--- src/rtl/dma_arb_pkg.sv ---
package dma_arb_pkg;
    localparam int GNT_N = 7;
    localparam int GK_W  = 3;

    // grant bit positions
    localparam int GI_BPL  = 0;
    localparam int GI_REF  = 1;
    localparam int GI_DSK  = 2;
    localparam int GI_AUD  = 3;
    localparam int GI_SPR  = 4;
    localparam int GI_COP  = 5;
    localparam int GI_FREE = 6;

    typedef enum logic [1:0] {
        HW_IDLE  = 2'd0,
        HW_OPEN  = 2'd1,
        HW_DRAIN = 2'd2
    } hwin_e;
endpackage

--- src/rtl/dma_hwin_fsm.sv ---
module dma_hwin_fsm
    import dma_arb_pkg::*;
#(
    parameter int SLOT_W   = 8,
    parameter int HI_EXTRA = 12,
    parameter int LO_EXTRA = 8
) (
    input  logic              clk,
    input  logic              rst_n,
    input  logic [SLOT_W-1:0] slot,
    input  logic [SLOT_W-1:0] win_start,
    input  logic [SLOT_W-1:0] win_end,
    input  logic              hires,
    output logic              active
);
    localparam logic [SLOT_W-1:0] HI_OFS = SLOT_W'(HI_EXTRA);
    localparam logic [SLOT_W-1:0] LO_OFS = SLOT_W'(LO_EXTRA);

    hwin_e             st_q, st_d;
    logic [SLOT_W-1:0] stop_q, stop_d;

    // state register
    always_ff @(posedge clk or negedge rst_n) begin
        if (!rst_n) begin
            st_q   <= HW_IDLE;
            stop_q <= '0;
        end else begin
            st_q   <= st_d;
            stop_q <= stop_d;
        end
    end

    // transitions
    always_comb begin
        st_d   = st_q;
        stop_d = stop_q;
        unique case (st_q)
            HW_IDLE: begin
                if (slot == win_start) st_d = HW_OPEN;
            end
            HW_OPEN: begin
                if (slot == win_end) begin
                    st_d   = HW_DRAIN;
                    stop_d = win_end + (hires ? HI_OFS : LO_OFS);
                end
            end
            HW_DRAIN: begin
                if (slot == stop_q) st_d = HW_IDLE;
            end
            default: st_d = HW_IDLE;
        endcase
    end

    // window output for the slot being decided
    always_comb begin
        unique case (st_q)
            HW_IDLE:  active = (slot == win_start);
            HW_OPEN:  active = 1'b1;
            HW_DRAIN: active = (slot != stop_q);
            default:  active = 1'b0;
        endcase
    end
endmodule

--- src/rtl/dma_slot_decode.sv ---
module dma_slot_decode
    import dma_arb_pkg::*;
#(
    parameter int SLOT_W    = 8,
    parameter int LINE_W    = 9,
    parameter int N_AUD     = 4,
    parameter int N_SPR     = 8,
    parameter int REF_SLOTS = 4,
    parameter int DSK_SLOTS = 3,
    parameter int IDX_W     = 3
) (
    input  logic [SLOT_W-1:0]  slot,
    input  logic [LINE_W-1:0]  line,
    input  logic [LINE_W-1:0]  vblank,
    input  logic [N_AUD+3:0]   dma_en,
    input  logic               hwin,
    input  logic               vwin,
    input  logic               bpl_req,
    input  logic               dsk_req,
    input  logic [N_AUD-1:0]   aud_req,
    input  logic [N_SPR-1:0]   spr_req,
    input  logic               cop_req,
    output logic [GK_W-1:0]    kind,
    output logic [IDX_W-1:0]   idx,
    output logic               spr_word
);
    localparam int EN_DSK = N_AUD;
    localparam int EN_SPR = N_AUD + 1;
    localparam int EN_BPL = N_AUD + 2;
    localparam int EN_COP = N_AUD + 3;
    localparam int AUD_W  = $clog2(N_AUD);
    localparam int SPR_W  = $clog2(N_SPR);

    // odd-slot region boundaries, each region two slots per owner step
    localparam logic [SLOT_W-1:0] DSK_LO = SLOT_W'(2 * REF_SLOTS);
    localparam logic [SLOT_W-1:0] AUD_LO = SLOT_W'(2 * REF_SLOTS + 2 * DSK_SLOTS);
    localparam logic [SLOT_W-1:0] SPR_LO = SLOT_W'(2 * REF_SLOTS + 2 * DSK_SLOTS + 2 * N_AUD);
    localparam logic [SLOT_W-1:0] SPR_HI = SLOT_W'(2 * REF_SLOTS + 2 * DSK_SLOTS + 2 * N_AUD + 4 * N_SPR);

    logic [AUD_W-1:0] a_ch;
    logic [SPR_W-1:0] s_id;

    assign a_ch = AUD_W'((slot - AUD_LO) >> 1);
    assign s_id = SPR_W'((slot - SPR_LO) >> 2);

    always_comb begin
        kind     = GK_W'(GI_FREE);
        idx      = '0;
        spr_word = 1'b0;
        if (dma_en[EN_BPL] && vwin && hwin && bpl_req) begin
            kind = GK_W'(GI_BPL);
        end else if (slot[0]) begin
            if (slot < DSK_LO) begin
                kind = GK_W'(GI_REF);
            end else if (slot < AUD_LO) begin
                if (dma_en[EN_DSK] && dsk_req) kind = GK_W'(GI_DSK);
            end else if (slot < SPR_LO) begin
                if (dma_en[a_ch] && aud_req[a_ch]) begin
                    kind = GK_W'(GI_AUD);
                    idx  = IDX_W'(a_ch);
                end
            end else if (slot < SPR_HI) begin
                if (dma_en[EN_SPR] && (line >= vblank) && spr_req[s_id]) begin
                    kind     = GK_W'(GI_SPR);
                    idx      = IDX_W'(s_id);
                    spr_word = ~slot[1];
                end
            end
        end else if (dma_en[EN_COP] && cop_req) begin
            kind = GK_W'(GI_COP);
        end
    end
endmodule

--- src/rtl/dma_slot_arbiter.sv ---
module dma_slot_arbiter
    import dma_arb_pkg::*;
#(
    parameter int SLOT_W = 8,
    parameter int LINE_W = 9,
    parameter int N_AUD  = 4,
    parameter int N_SPR  = 8
) (
    input  logic                     clk,
    input  logic                     rst_n,
    input  logic [SLOT_W-1:0]        slot_i,
    input  logic [LINE_W-1:0]        line_i,
    input  logic [N_AUD+3:0]         dma_en_i,
    input  logic [LINE_W-1:0]        vblank_i,
    input  logic                     vwin_i,
    input  logic [SLOT_W-1:0]        fetch_start_i,
    input  logic [SLOT_W-1:0]        fetch_end_i,
    input  logic                     hires_i,
    input  logic                     bpl_req_i,
    input  logic                     dsk_req_i,
    input  logic [N_AUD-1:0]         aud_req_i,
    input  logic [N_SPR-1:0]         spr_req_i,
    input  logic                     cop_req_i,
    output logic [GNT_N-1:0]         grant_o,
    output logic [2:0]               chan_o,
    output logic                     spr_word_o,
    output logic [SLOT_W+7:0]        beam_o
);
    localparam int IDX_W = 3;

    logic              hwin;
    logic [GK_W-1:0]   kind;
    logic [IDX_W-1:0]  idx;
    logic              sw;
    logic [GNT_N-1:0]  gnt_d;

    dma_hwin_fsm #(
        .SLOT_W (SLOT_W)
    ) u_hwin (
        .clk       (clk),
        .rst_n     (rst_n),
        .slot      (slot_i),
        .win_start (fetch_start_i),
        .win_end   (fetch_end_i),
        .hires     (hires_i),
        .active    (hwin)
    );

    dma_slot_decode #(
        .SLOT_W (SLOT_W),
        .LINE_W (LINE_W),
        .N_AUD  (N_AUD),
        .N_SPR  (N_SPR),
        .IDX_W  (IDX_W)
    ) u_dec (
        .slot     (slot_i),
        .line     (line_i),
        .vblank   (vblank_i),
        .dma_en   (dma_en_i),
        .hwin     (hwin),
        .vwin     (vwin_i),
        .bpl_req  (bpl_req_i),
        .dsk_req  (dsk_req_i),
        .aud_req  (aud_req_i),
        .spr_req  (spr_req_i),
        .cop_req  (cop_req_i),
        .kind     (kind),
        .idx      (idx),
        .spr_word (sw)
    );

    for (genvar g = 0; g < GNT_N; g++) begin : g_onehot
        assign gnt_d[g] = (kind == GK_W'(g));
    end

    always_ff @(posedge clk or negedge rst_n) begin
        if (!rst_n) begin
            grant_o    <= '0;
            chan_o     <= '0;
            spr_word_o <= 1'b0;
            beam_o     <= '0;
        end else begin
            grant_o    <= gnt_d;
            chan_o     <= idx;
            spr_word_o <= sw;
            beam_o     <= {line_i[7:0], slot_i};
        end
    end
endmodule

--- config.mk ---
export PLATFORM = sky130hd
export DESIGN_NAME = dma_slot_arbiter
export DESIGN_NICKNAME = d
export VERILOG_FILES = /design/src/rtl/dma_arb_pkg.sv /design/src/rtl/dma_hwin_fsm.sv /design/src/rtl/dma_slot_decode.sv /design/src/rtl/dma_slot_arbiter.sv
export SDC_FILE = /design/constraint.sdc
export NUM_CORES = 1
export LEC_CHECK = 0
export BUFFER_PORTS_ARGS = -buffer_cell sky130_fd_sc_hd__buf_4
export CAP_MARGIN = 25
export CORE_UTILIZATION = 45
export CTS_CLUSTER_SIZE = 14
export DETAILED_ROUTE_END_ITERATION = 12
export PLACE_DENSITY = 0.82
export REMOVE_ABC_BUFFERS = 1
export SYNTH_ARGS = -nofsm -noshare
export SYNTH_HDL_FRONTEND = slang
export SYNTH_SLANG_ARGS = --single-unit
--- constraint.sdc ---
create_clock -name clk -period 3.9 [get_ports clk]
set_input_delay 0.39 -clock clk [delete_from_list [all_inputs] [get_ports clk]]
set_output_delay 0.39 -clock clk [all_outputs]
set_load 0.02 [all_outputs]
After elaboration in Yosys (flattened, before gate mapping)
Index checks and enable logic that the tools add are counted.
Word-level totals
  register bits after elaboration: 37
Cells by class
  add/sub/neg operators: 3
  order comparisons: 8
  equality and inequality tests: 15
  muxes and demuxes: 37
  bitwise logic cells: 1
  reduce and logical (&&, ||, !) cells: 12
Operators by type and width (count)
  $mux 3: 16
  $eq 8x8->1: 3
  $lt 8x4->1 const B: 2
  $mux 2: 6
  $mux 1: 10
  $eq 3x3->1 const B: 3
  $ge 9x9->1: 1
  $add 8x8->8: 1
  $logic_and 1x1->1: 8
  $lt 8x5->1 const B: 1
  $lt 8x6->1 const B: 1
  $ne 8x8->1: 1
  $eq 3x2->1 const B: 2
  $ne 2x1->1 const B: 3
  $pmux 2 s3: 1
  $sub 5x5->5 const B: 1
  $bmux 1 s2: 2
  $lt 2x4->1 const B: 1
  $lt 3x4->1 const B: 1
  $bmux 1 s3: 1
  $eq 3x1->1 const B: 1
  $logic_not 3->1: 1
  $lt 2x3->1 const B: 1
  $pmux 1 s3: 1
  other kinds (7): 7

Longest topological paths before layout
Gate-level depths: netlist of the first run.
  depth after elaboration: 12
  gate-level depth with buffers: 8
  depth with buffers taken out: 8

Hierarchy
Synthesis of the first run repeated with hierarchy kept, for this count alone.
Unflattened totals
  cells, all modules: 182
  area total of the unflattened synthesis: 2049.5 µm²
By module, submodules not included
  dma_hwin_fsm: times used 1, cells an instance 70, area an instance 748.2 µm²
  dma_slot_arbiter: times used 1, cells an instance 34, area an instance 733.2 µm²
  dma_slot_decode: times used 1, cells an instance 78, area an instance 568.0 µm²

Least setup slack after synthesis of the first run
Ideal clock, no wire load.
  path type: in2reg
  start point: input slot_i[1]
  end point: register chan_o[0]
  setup time: 134 ps
  arrival: 1993 ps
  setup slack: 1773 ps
  stages on the path: 8
  buffers on the path: 1
  path through: ha_1 -> buf_6 -> mux4_1 -> mux2_4 -> nor3_4 -> a211oi_2 -> a31oi_1 -> nor3_1
On the way
  word-level cells in the longest chain between the ends: 11
  elaborated cells on any way between the ends: 27
  classes of those cells: add/sub: 2; order compare: 4; eq/ne: 2; mux: 15; reduce/logical: 4
Ends and longest elaborated chain
  from (decl): RTL line dma_slot_arbiter.sv:11  | input logic [SLOT_W-1:0] slot_i,
  $sub 5x5->5: RTL line dma_slot_decode.sv:44  | assign s_id = SPR_W'((slot - SPR_LO) >> 2);
  $bmux 1 s3: RTL line dma_slot_decode.sv:63  | if (dma_en[EN_SPR] && (line >= vblank) && spr_req[s_id]) begin
  $mux 1 (not written as such): RTL line dma_slot_decode.sv:63
  $logic_and 1x1->1: RTL line dma_slot_decode.sv:63
  $mux 3: RTL line dma_slot_decode.sv:63
  $mux 3: RTL line dma_slot_decode.sv:62  | end else if (slot < SPR_HI) begin
  $mux 3: RTL line dma_slot_decode.sv:57  | end else if (slot < SPR_LO) begin
  $mux 3: RTL line dma_slot_decode.sv:55  | end else if (slot < AUD_LO) begin
  $mux 3: RTL line dma_slot_decode.sv:53  | if (slot < DSK_LO) begin
  $mux 3: RTL line dma_slot_decode.sv:52  | end else if (slot[0]) begin
  $mux 3 (*): RTL line dma_slot_decode.sv:50  | if (dma_en[EN_BPL] && vwin && hwin && bpl_req) begin
  named net idx[0]: RTL line dma_slot_arbiter.sv:33  | logic [IDX_W-1:0] idx;
  to (signal assigned): RTL line dma_slot_arbiter.sv:84  | chan_o <= idx;
  to (decl): RTL line dma_slot_arbiter.sv:25  | output logic [2:0] chan_o,
Mark *: on every way through the listed nets, which the timed path passes. The rest lies on a longest branch. The select of a mux whose other input is x is not followed.
A chain may end at the register's enable or synchronous reset.

Worst setup path in the final report of the first run
Same ends and word-level chain as after synthesis.

==> results of run 1 <==
-- where the power goes --
group | total (mW) | internal, mW | switching, mW
Clock | 0.252 | 0.124 | 0.128
Sequential | 0.401 | 0.396 | 0.00538
Combinational | 0.227 | 0.114 | 0.113
-- cells in the final DEF (no fill, tap or decap), types with 3 or more instances in the layout --
master	n
a21oi_1	10
xor2_1	18
nor3_1	8
nand2_1	13
o21ai_0	6
buf_4	96
dfrtp_1	37
mux2_2	4
mux2i_1	3
ha_1	12
inv_1	16
mux4_2	3
xnor2_1	11
nand3_1	4
clkbuf_8	5
nor2_1	12
nor4_1	5
-- stage by stage --
step / power, mW / std cells / area, sq um / utilization [%]
global placement: 0.630 / 361 / 2990 / 62.8
floorplan: 0.521 / 198 / 2180 / -
global route: 0.927 / 369 / 3070 / 64.5
detailed placement: 0.636 / 361 / 2990 / 62.8
CTS: 0.888 / 369 / 3070 / 64.5
finish: 0.881 / 369 / 3070 / 64.5
-- sequential cells by signal, summed over array words and instances, names as in the netlist --
signal / count
u_hwin.st_q: 2
chan_o: 3
spr_word_o: 1
u_hwin.stop_q: 8
beam_o: 16
grant_o: 7
-- path summary, 6_finish.rpt --
| path | start | to | slack (ps) | cells past startpoint |
|---|---|---|---|---|
| max | slot_i[1] | chan_o[0]$_DFF_PN0_ | 1660 | 8 |
| min | rst_n | beam_o[13]$_DFF_PN0_ | 60 | 1 |
| max reg2reg | u_hwin.stop_q[5]$_DFFE_PN0P_ | grant_o[2]$_DFF_PN0_ | 2100 | 6 |
| min reg2reg | u_hwin.stop_q[2]$_DFFE_PN0P_ | u_hwin.stop_q[2]$_DFFE_PN0P_ | 530 | 1 |
| max in group asynchronous | rst_n | grant_o[2]$_DFF_PN0_ | 3500 | 1 |
| min in group clk | line_i[6] | beam_o[14]$_DFF_PN0_ | 230 | 1 |
-- cell families (layout without fill, tap and decap cells) --
family / count (synthesis) / in the layout / synth area share (%)
and+or+nand+nor: 58 / 58 / 14.9
DFF: 37 / 37 / 41.1
AOI/OAI and AO/OA: 33 / 33 / 10.9
xor gates and xnor gates: 29 / 29 / 11.3
buffers and inverters: 26 / 120 / 5.78
muxes: 13 / 13 / 9.34
adders and majority gates: 12 / 12 / 6.67
-- metal layers --
layer / track usage [%] / part of all wire [%] / wire length, um
met1: 26.1 / 42 / 2200
met4: 7.84 / 2.0 / 102
met2: 37.5 / 52 / 2680
met5: 0 / 0 / 0
met3: 3.73 / 3.9 / 203
-- final cells by class --
cell class | instances | area share (%)
flip-flops and latches | 37 | 30.2
repair buffers | 96 | 23.5
multi-input cells | 145 | 38.9
clock buffers | 6 | 2.37
well taps | 67 | 2.73
inverters | 16 | 1.96
clock inverters | 2 | 0.326
-- worst max-delay path: stages --
cell	delay, ps
buf_4	170
ha_1	480
mux4_1	600
mux2_4	290
nor3_4	120
a211oi_2	80
a31oi_1	180
nor3_1	60
==> metrics, run 1 <==
clk sinks 37; CTS tree yes; post-synthesis sequential area ratio between 40 and 50%; clock tree root driver cell clkbuf_8; Core ar. between 4000 and 5000 sq um; number of flops mapped to enable cells by yosys 0; #FFs+latches synth 37; via/cell ratio 5.02; syn avg cell area 10.8 sq um; initial antenna violation count 0; Max-slew headroom 66.2%; Post-DRT Antenna Nets 0; Worst Hold Class input port to asynchronous set/reset pin; Die Y 72.7 um; Layout area overhead 36.3%; DRC 0; Achievable Freq 446 MHz; post-CTS sizing 0; clock skew 4.57 ps; Avg WL per Cell 14.0 um; DRT Pass-1 Iters 4; latest clock arrival within the worst-skew pair around 280 ps; Reg clk slew, reported paths 70 ps; static leakage 1.53 nW; HPWL Detailed 4.21 mm; unrepaired setup endpoints after global routing no; Mapped Area 2250 sq um; area share of the largest cell type after synthesis 41.1%; WP data arrival roughly 2400 ps; final setup vio count 0; io pins 96; Max Cap Viol 0; Worst-Margin Slew ~500 ps; Max H-tree Level 2; RD Place Congestion 0.854; initial core utilization between 40% and 50%; CTS buffer count 5; final hold slack 61.3 ps; Clock Path Buffers 2; layout cells sized above 1 42.1%; main flop type after synthesis dfrtp_1; Final Hold Viols 0; Fillers roughly 420; Slew Limit Fails 0; drt total wl 5.18 mm; most common cell in the netlist dfrtp_1; FF/Latch Area approximately 930 sq um; crit path capture type register; asr flop ratio synth between 90% and 100%; fin crit period 2240 ps; GRT Residual Overflow 0; Worst Path Max Fanout 13; largest area contributor in the netlist dfrtp_1; highest ir drop seen on vdd 0.000147 V; via count about 1.9k; status finished, final reports clean; quantity of hold-fixing buffers added after cts 0; GRT Overall Usage 21.3%; die width 72.7 um; Final WS setup 1660 ps; vias in the first global route 1928; startpoint types input port; Synth Warn # 0; Mapped Cells roughly 210; nets 382; multi-input gate area in the final layout 1190 sq um; CP Class input port to register; I/O Buffers 95; die area 5290 sq um; first-pass GRT wire length 8.60 mm; diode count 0; worst path required time 4040 ps; largest net degree at the start of global routing 38; DR iter-0 viols 72; synth top area cells dfrtp_1, xor2_1, ha_1; Total Negative Setup Slacks 0 ps; Synth top cells by count dfrtp_1, xor2_1, inv_1; worst slack, placed ~1400 ps; # rows 25; Yosys cell types 46; fin crit share a little under three fifths; Setup Buffers After CTS 0; PwrDens 287 nW/um^2
(Power assumes the default switching activity.)
==> run 2, diff against run 1 <==
- clock period: 3.9 -> 2.1 ns (I/O delays scaled with it)
==> run 2 against run 1 <==
Effect of this change: sequential power up 86%; critical path depth did not move; non-clock buffer count rose by 8; global-route usage is 0.29 points lower; critical endpoint unchanged; flip-flop and latch count did not move; setup slack worse by 1400 ps; critical path type unchanged.
==> metrics, run 2 (synthesis gave the netlist of run 1 again) <==
PwrDens 528 nW/um^2 (+84%); Clock power frac 28.5% (about the same); vias in the first global route 1819 (-5.7%); die area 5290 sq um (unchanged); unrepaired setup endpoints after global routing no; io pins 96 (unchanged); Worst Path Max Fanout 5 (-8); Setup Buffers After CTS 0 (unchanged); Layout area overhead 39.1%; DR iter-0 viols 67 (-6.9%); diode count 0 (unchanged); DRC 0 (unchanged); largest registers beam_o (16), u_hwin.stop_q (8), grant_o (7); clock skew 5.46 ps (+0.893 ps); latest clock arrival within the worst-skew pair 290 ps (about the same); crit path capture type register; delay-heaviest family, CP multiplexers; Max H-tree Level 2 (unchanged); multi-input gate area in the final layout 1190 sq um (unchanged); leading cell type in the layout, fill and taps excluded buf_4; layout cells sized above 1 43.2% (+1.2 points); Critical-path top delay cell mux4_1; Reg clk slew, reported paths 70 ps (about the same); fin crit period around 1900 ps; clock tree root driver cell clkbuf_8; FF/Latch Area 926 sq um (unchanged); Final Hold Viols 0 (unchanged); Core ar. 4750 sq um (unchanged); Post-DRT Antenna Nets 0 (unchanged); Avg WL per Cell 14.1 um (about the same); fin crit share 89.9%; worst path required time 2260 ps (-1780 ps); Pint 1.19 mW (+87%); Total Negative Setup Slacks 0 ps (unchanged); Buf/Inv on CP 1 (unchanged); Worst Hold Class input port to register; switching pwr 464 uW (+88%); die width 72.7 um (unchanged); clk sinks 37 (unchanged); initial core utilization 47.3% (unchanged); switch share 28.1% (+0.096 points); RD Place Congestion 0.863 (+1.1%); startpoint types input port; post-CTS sizing 0 (unchanged); slowest cell delay on critical path 580 ps (-20 ps); largest net degree at the start of global routing 38 (unchanged); nets 390 (+2.1%); Max-slew headroom 66.3% (+0.11 points); CP Class input port to register; status finished, final reports clean; Worst-Margin Slew 501 ps (-2.73 ps); max reg flops 16 (unchanged); combinational fraction of design power 26.4% (+0.6 points); GRT Residual Overflow 0 (unchanged); final setup vio count 0 (unchanged); Clock Path Buffers 2 (unchanged); drt total wl 5.30 mm (+2.3%); Fillers 407 (-2.2%); fin util 65.8% (+1.3 points); static leakage 1.57 nW (+2.6%); GRT Overall Usage 21.0% (-0.29 points); Slew Limit Fails 0 (unchanged); HPWL Detailed 4.21 mm (+0.22%); CTS buffer count 5 (unchanged); initial antenna violation count 0 (unchanged); most frequent cells in the layout buf_4, dfrtp_1, xor2_1; CTS tree yes; first-pass GRT wire length 8.37 mm (-2.7%); register share of total power 45.1% (-0.5 points); via/cell ratio 5.02 (about the same); Max Cap Viol 0 (unchanged); Die Y 72.7 um (unchanged); WP data arrival 2050 ps (-340 ps); most flop-heavy register beam_o; # rows 25 (unchanged); I/O Buffers 95 (unchanged); cell-by-cell trace of the critical path buf_4 > ha_1 > mux4_1 > mux2_4 > nor3_4 > a211oi_2 > a31oi_1 > nor3_1; highest ir drop seen on vdd 0.000261 V (+78%); via count 1894 (+2.3%); Achievable Freq 530 MHz; DRT Pass-1 Iters 4 (unchanged)
## run 2: final timing paths
| kind | start | end | slack, ps | depth (start not counted) |
|---|---|---|---|---|
| max in group asynchronous | rst_n | beam_o[3]$_DFF_PN0_ | 1320 | 2 |
| worst max-delay path | slot_i[1] | chan_o[0]$_DFF_PN0_ | 210 | 8 |
| worst min register to register | u_hwin.st_q[1]$_DFFE_PN0P_ | u_hwin.st_q[0]$_DFFE_PN0P_ | 530 | 1 |
| min in group asynchronous | rst_n | beam_o[12]$_DFF_PN0_ | 450 | 2 |
| worst min-delay path | line_i[2] | beam_o[10]$_DFF_PN0_ | 40 | 1 |
| worst max register to register | u_hwin.stop_q[5]$_DFFE_PN0P_ | chan_o[1]$_DFF_PN0_ | 230 | 7 |
## run 2: layout make-up
class,count,share of cell area (%)
Timing Repair Buffer,104,25.0
Clock buffer,6,2.32
Clock inverter,2,0.320
Multi-Input combinational cell,145,38.2
Tap cell,67,2.68
Sequential cell,37,29.6
Inverter,16,1.92
## run 2: per-stage QoR
step           hold WS, ps  cell area, sq um  worst slack [ps]  power (mW)  instances
6_report              37.8              3130               212        1.65        377
5_1_grt               29.9              3130               136        1.73        377
2_1_floorplan        -85.6              2180              89.3       0.967        198
3_3_place_gp           192              3040             -42.1        1.18        368
3_5_place_dp           199              3040             -73.1        1.19        368
4_1_cts               32.8              3130               226        1.66        377
## run 2: timing repair
item,in CTS,in global routing
hold buffers,1,0
endpoints found under the hold margin,37,0
setup endpoints to repair,0,0
## run 2: layer usage
layer  share of wire [%]  global-route usage, %
met1                  41                   24.9
met3                 4.0                   2.35
met2                  53                   38.9
met4                 1.8                   7.84
met5                   0                      0
## run 2: power groups by stage
stage | clock network, mW | logic (mW) | registers [mW]
after detailed placement | 0 | 0.434 | 0.758
after CTS | 0.482 | 0.438 | 0.745
after global placement | 0 | 0.422 | 0.758
after floorplan | 0 | 0.182 | 0.785
final | 0.472 | 0.436 | 0.745
after global routing | 0.517 | 0.469 | 0.746
==> run 3, diff against run 2 <==
- CORE_ASPECT_RATIO: default -> 0.7
- CORE_UTILIZATION: 45 -> 43
- clock period: 2.1 -> 1.7 ns (I/O delays scaled with it)
==> run 3 against run 2 <==
Effect of this change: wire length rose by 9.9%; combinational power rose by 37%; via count rose by 6.0%; setup slack got worse by 210 ps; die area rose by 4.6%; utilization rose by 2.4 points; final area rose by 7.2%; flip-flop and latch count did not move; clock skew rose by 3.1 ps; clock power rose by 36%; cell count rose by 5.8%; highest routed layer unchanged.
==> metrics, run 3 (synthesis gave the netlist of run 1 again) <==
Tot Pwr 2.16 mW (+31%); Critical-path top delay cell dfrtp_1; status finished, final reports clean; Max-slew headroom 68.7% (+2.4 points); Critical path destination grant_o[2]$_DFF_PN0_; final setup vio count 0 (unchanged); max reg flops 16 (unchanged); startpoint types register; WP data arrival 1900 ps (-150 ps); Final Hold Viols 0 (unchanged); Buf/Inv on CP 0 (-1); WP depth 6 (-2); drt total wl 5.83 mm (+9.9%); Worst Setup SP u_hwin.stop_q[1]$_DFFE_PN0P_; vias in the first global route 2036 (+12%); most numerous cell on the critical path nor4_2; Max Cap Viol 0 (unchanged); first-pass GRT wire length 9.44 mm (+13%); static leakage 1.67 nW (+6.1%); largest registers beam_o (16), u_hwin.stop_q (8), grant_o (7); DP Cell Count 381 (+3.5%); clk sinks 37 (unchanged); FF-to-FF setup slack 0.02 ps (-230 ps); Hold Crit Depth 1 (unchanged); Worst Hold Class input port to register; Core ar. 4910 sq um (+3.3%); final hold slack 44.0 ps (+6.26 ps); most frequent cells in the layout buf_4, dfrtp_1, xor2_1; clock tree root driver cell clkbuf_8; highest ir drop seen on vdd 0.000414 V (+58%); Die Y 62.5 um (-14%); R2R Path End grant_o[2]$_DFF_PN0_; clock skew 8.54 ps (+3.08 ps); Final WS setup 0.0171 ps (-212 ps); HPWL Detailed 4.63 mm (+9.8%); fin crit period around 1700 ps; die width 88.5 um (+22%); PwrDens 645 nW/um^2 (+22%); I/O Buffers 95 (unchanged); largest net degree at the start of global routing 38 (unchanged); RD Place Congestion 0.920 (+6.6%); Clock Path Buffers 2 (unchanged); worst path required time 1900 ps (-360 ps); crit path capture type register; Avg WL per Cell 14.6 um (+3.9%); reg2reg path depth 6 (-1); diode count 0 (unchanged); CP Class register to register; # rows 21 (-16%); GR peak layer met2; layout cells sized above 1 46.4% (+3.1 points); latest clock arrival within the worst-skew pair 290 ps (about the same); cell-by-cell trace of the critical path xor2_1 > nor4_2 > a21oi_1 > o21ba_4 > o21ai_2 > nor4_2; delay-heaviest family, CP simple AND/OR/NAND/NOR gates; Max H-tree Level 2 (unchanged); io pins 96 (unchanged); GRT Residual Overflow 0 (unchanged); fin crit share roughly 100%; Worst-Margin Slew 469 ps (-31.2 ps); initial core utilization 45.8% (-1.5 points); met1 Use GR 30.9% (+6.0 points); reg2reg start u_hwin.stop_q[1]$_DFFE_PN0P_; leading cell type in the layout, fill and taps excluded buf_4; CTS tree yes; slowest cell delay on critical path 390 ps (-190 ps); DRT Pass-1 Iters 4 (unchanged); die area 5530 sq um (+4.6%); Worst Path Max Fanout 3 (-2); GRT Overall Usage 22.4% (+1.4 points); Reg clk slew, reported paths 70 ps (about the same); nets 410 (+5.1%); unrepaired setup endpoints after global routing yes; most flop-heavy register beam_o; CTS buffer count 5 (unchanged); Post-DRT Antenna Nets 0 (unchanged); via/cell ratio 5.03 (+0.17%); via count 2008 (+6.0%); Achievable Freq between 500 and 600 MHz; met2 Use GR 35.0% (-3.9 points); DRC 0 (unchanged); DR iter-0 viols 100 (+49%); worst slack, placed -507 ps (-434 ps); M3 GR Usage 5.02% (+2.7 points); Layout area overhead 49.0%; Cell Count, Final, Fillers Out 399 (+5.8%); Slew Limit Fails 0 (unchanged); initial antenna violation count 0 (unchanged)
[run 3: area by class of cell]
type	count	area, sq um
fill	377	1560
multi-input combinational	145	1230
timing repair buffer	124	953
sequential	37	926
tap	69	86.3
clock buffer	6	82.6
inverter	16	60.1
clock inverter	2	13.8
[run 3: worst min path at each step]
stage	from	end	slack [ps]
floorplan	rst_n	beam_o[0]$_DFF_PN0_	-130
global route	slot_i[3]	beam_o[3]$_DFF_PN0_	40
global placement	rst_n	beam_o[15]$_DFF_PN0_	160
CTS	slot_i[3]	beam_o[3]$_DFF_PN0_	40
finish	slot_i[3]	beam_o[3]$_DFF_PN0_	40
detailed placement	rst_n	beam_o[13]$_DFF_PN0_	160
[run 3: layer usage]
metal  vias up  part of all wire (%)
met5         -                     0
met2        90                    48
li1        970                     -
met1       937                    44
met3        11                   6.6
met4         0                   1.3
[run 3: timing repair]
| item | 4_1_cts | 5_1_grt |
|---|---|---|
| hold buffers | 9 | 0 |
| buffers inserted | 0 | 1 |
| resized for setup | 5 | 4 |
| hold endpoints to repair | 45 | 0 |
| pin swaps | 3 | 8 |
| endpoints found under the setup margin | 10 | 10 |
[run 3: per-stage QoR]
step           util [%]  setup TNS, ps  area [sq um]
6_report           68.3              0          3350
5_1_grt            68.3           -539          3350
4_1_cts            67.8              0          3330
3_5_place_dp       63.6          -4120          3120
3_3_place_gp       63.6          -3320          3120
2_1_floorplan         -          -1490          2180
[run 3: where the power goes]
group / switching (mW) / leakage, nW / internal, mW
registers: 0.0138 / 0.466 / 0.908
logic: 0.281 / 1.15 / 0.318
clock network: 0.313 / 0.0512 / 0.328
total: 0.608 / 1.67 / 1.55
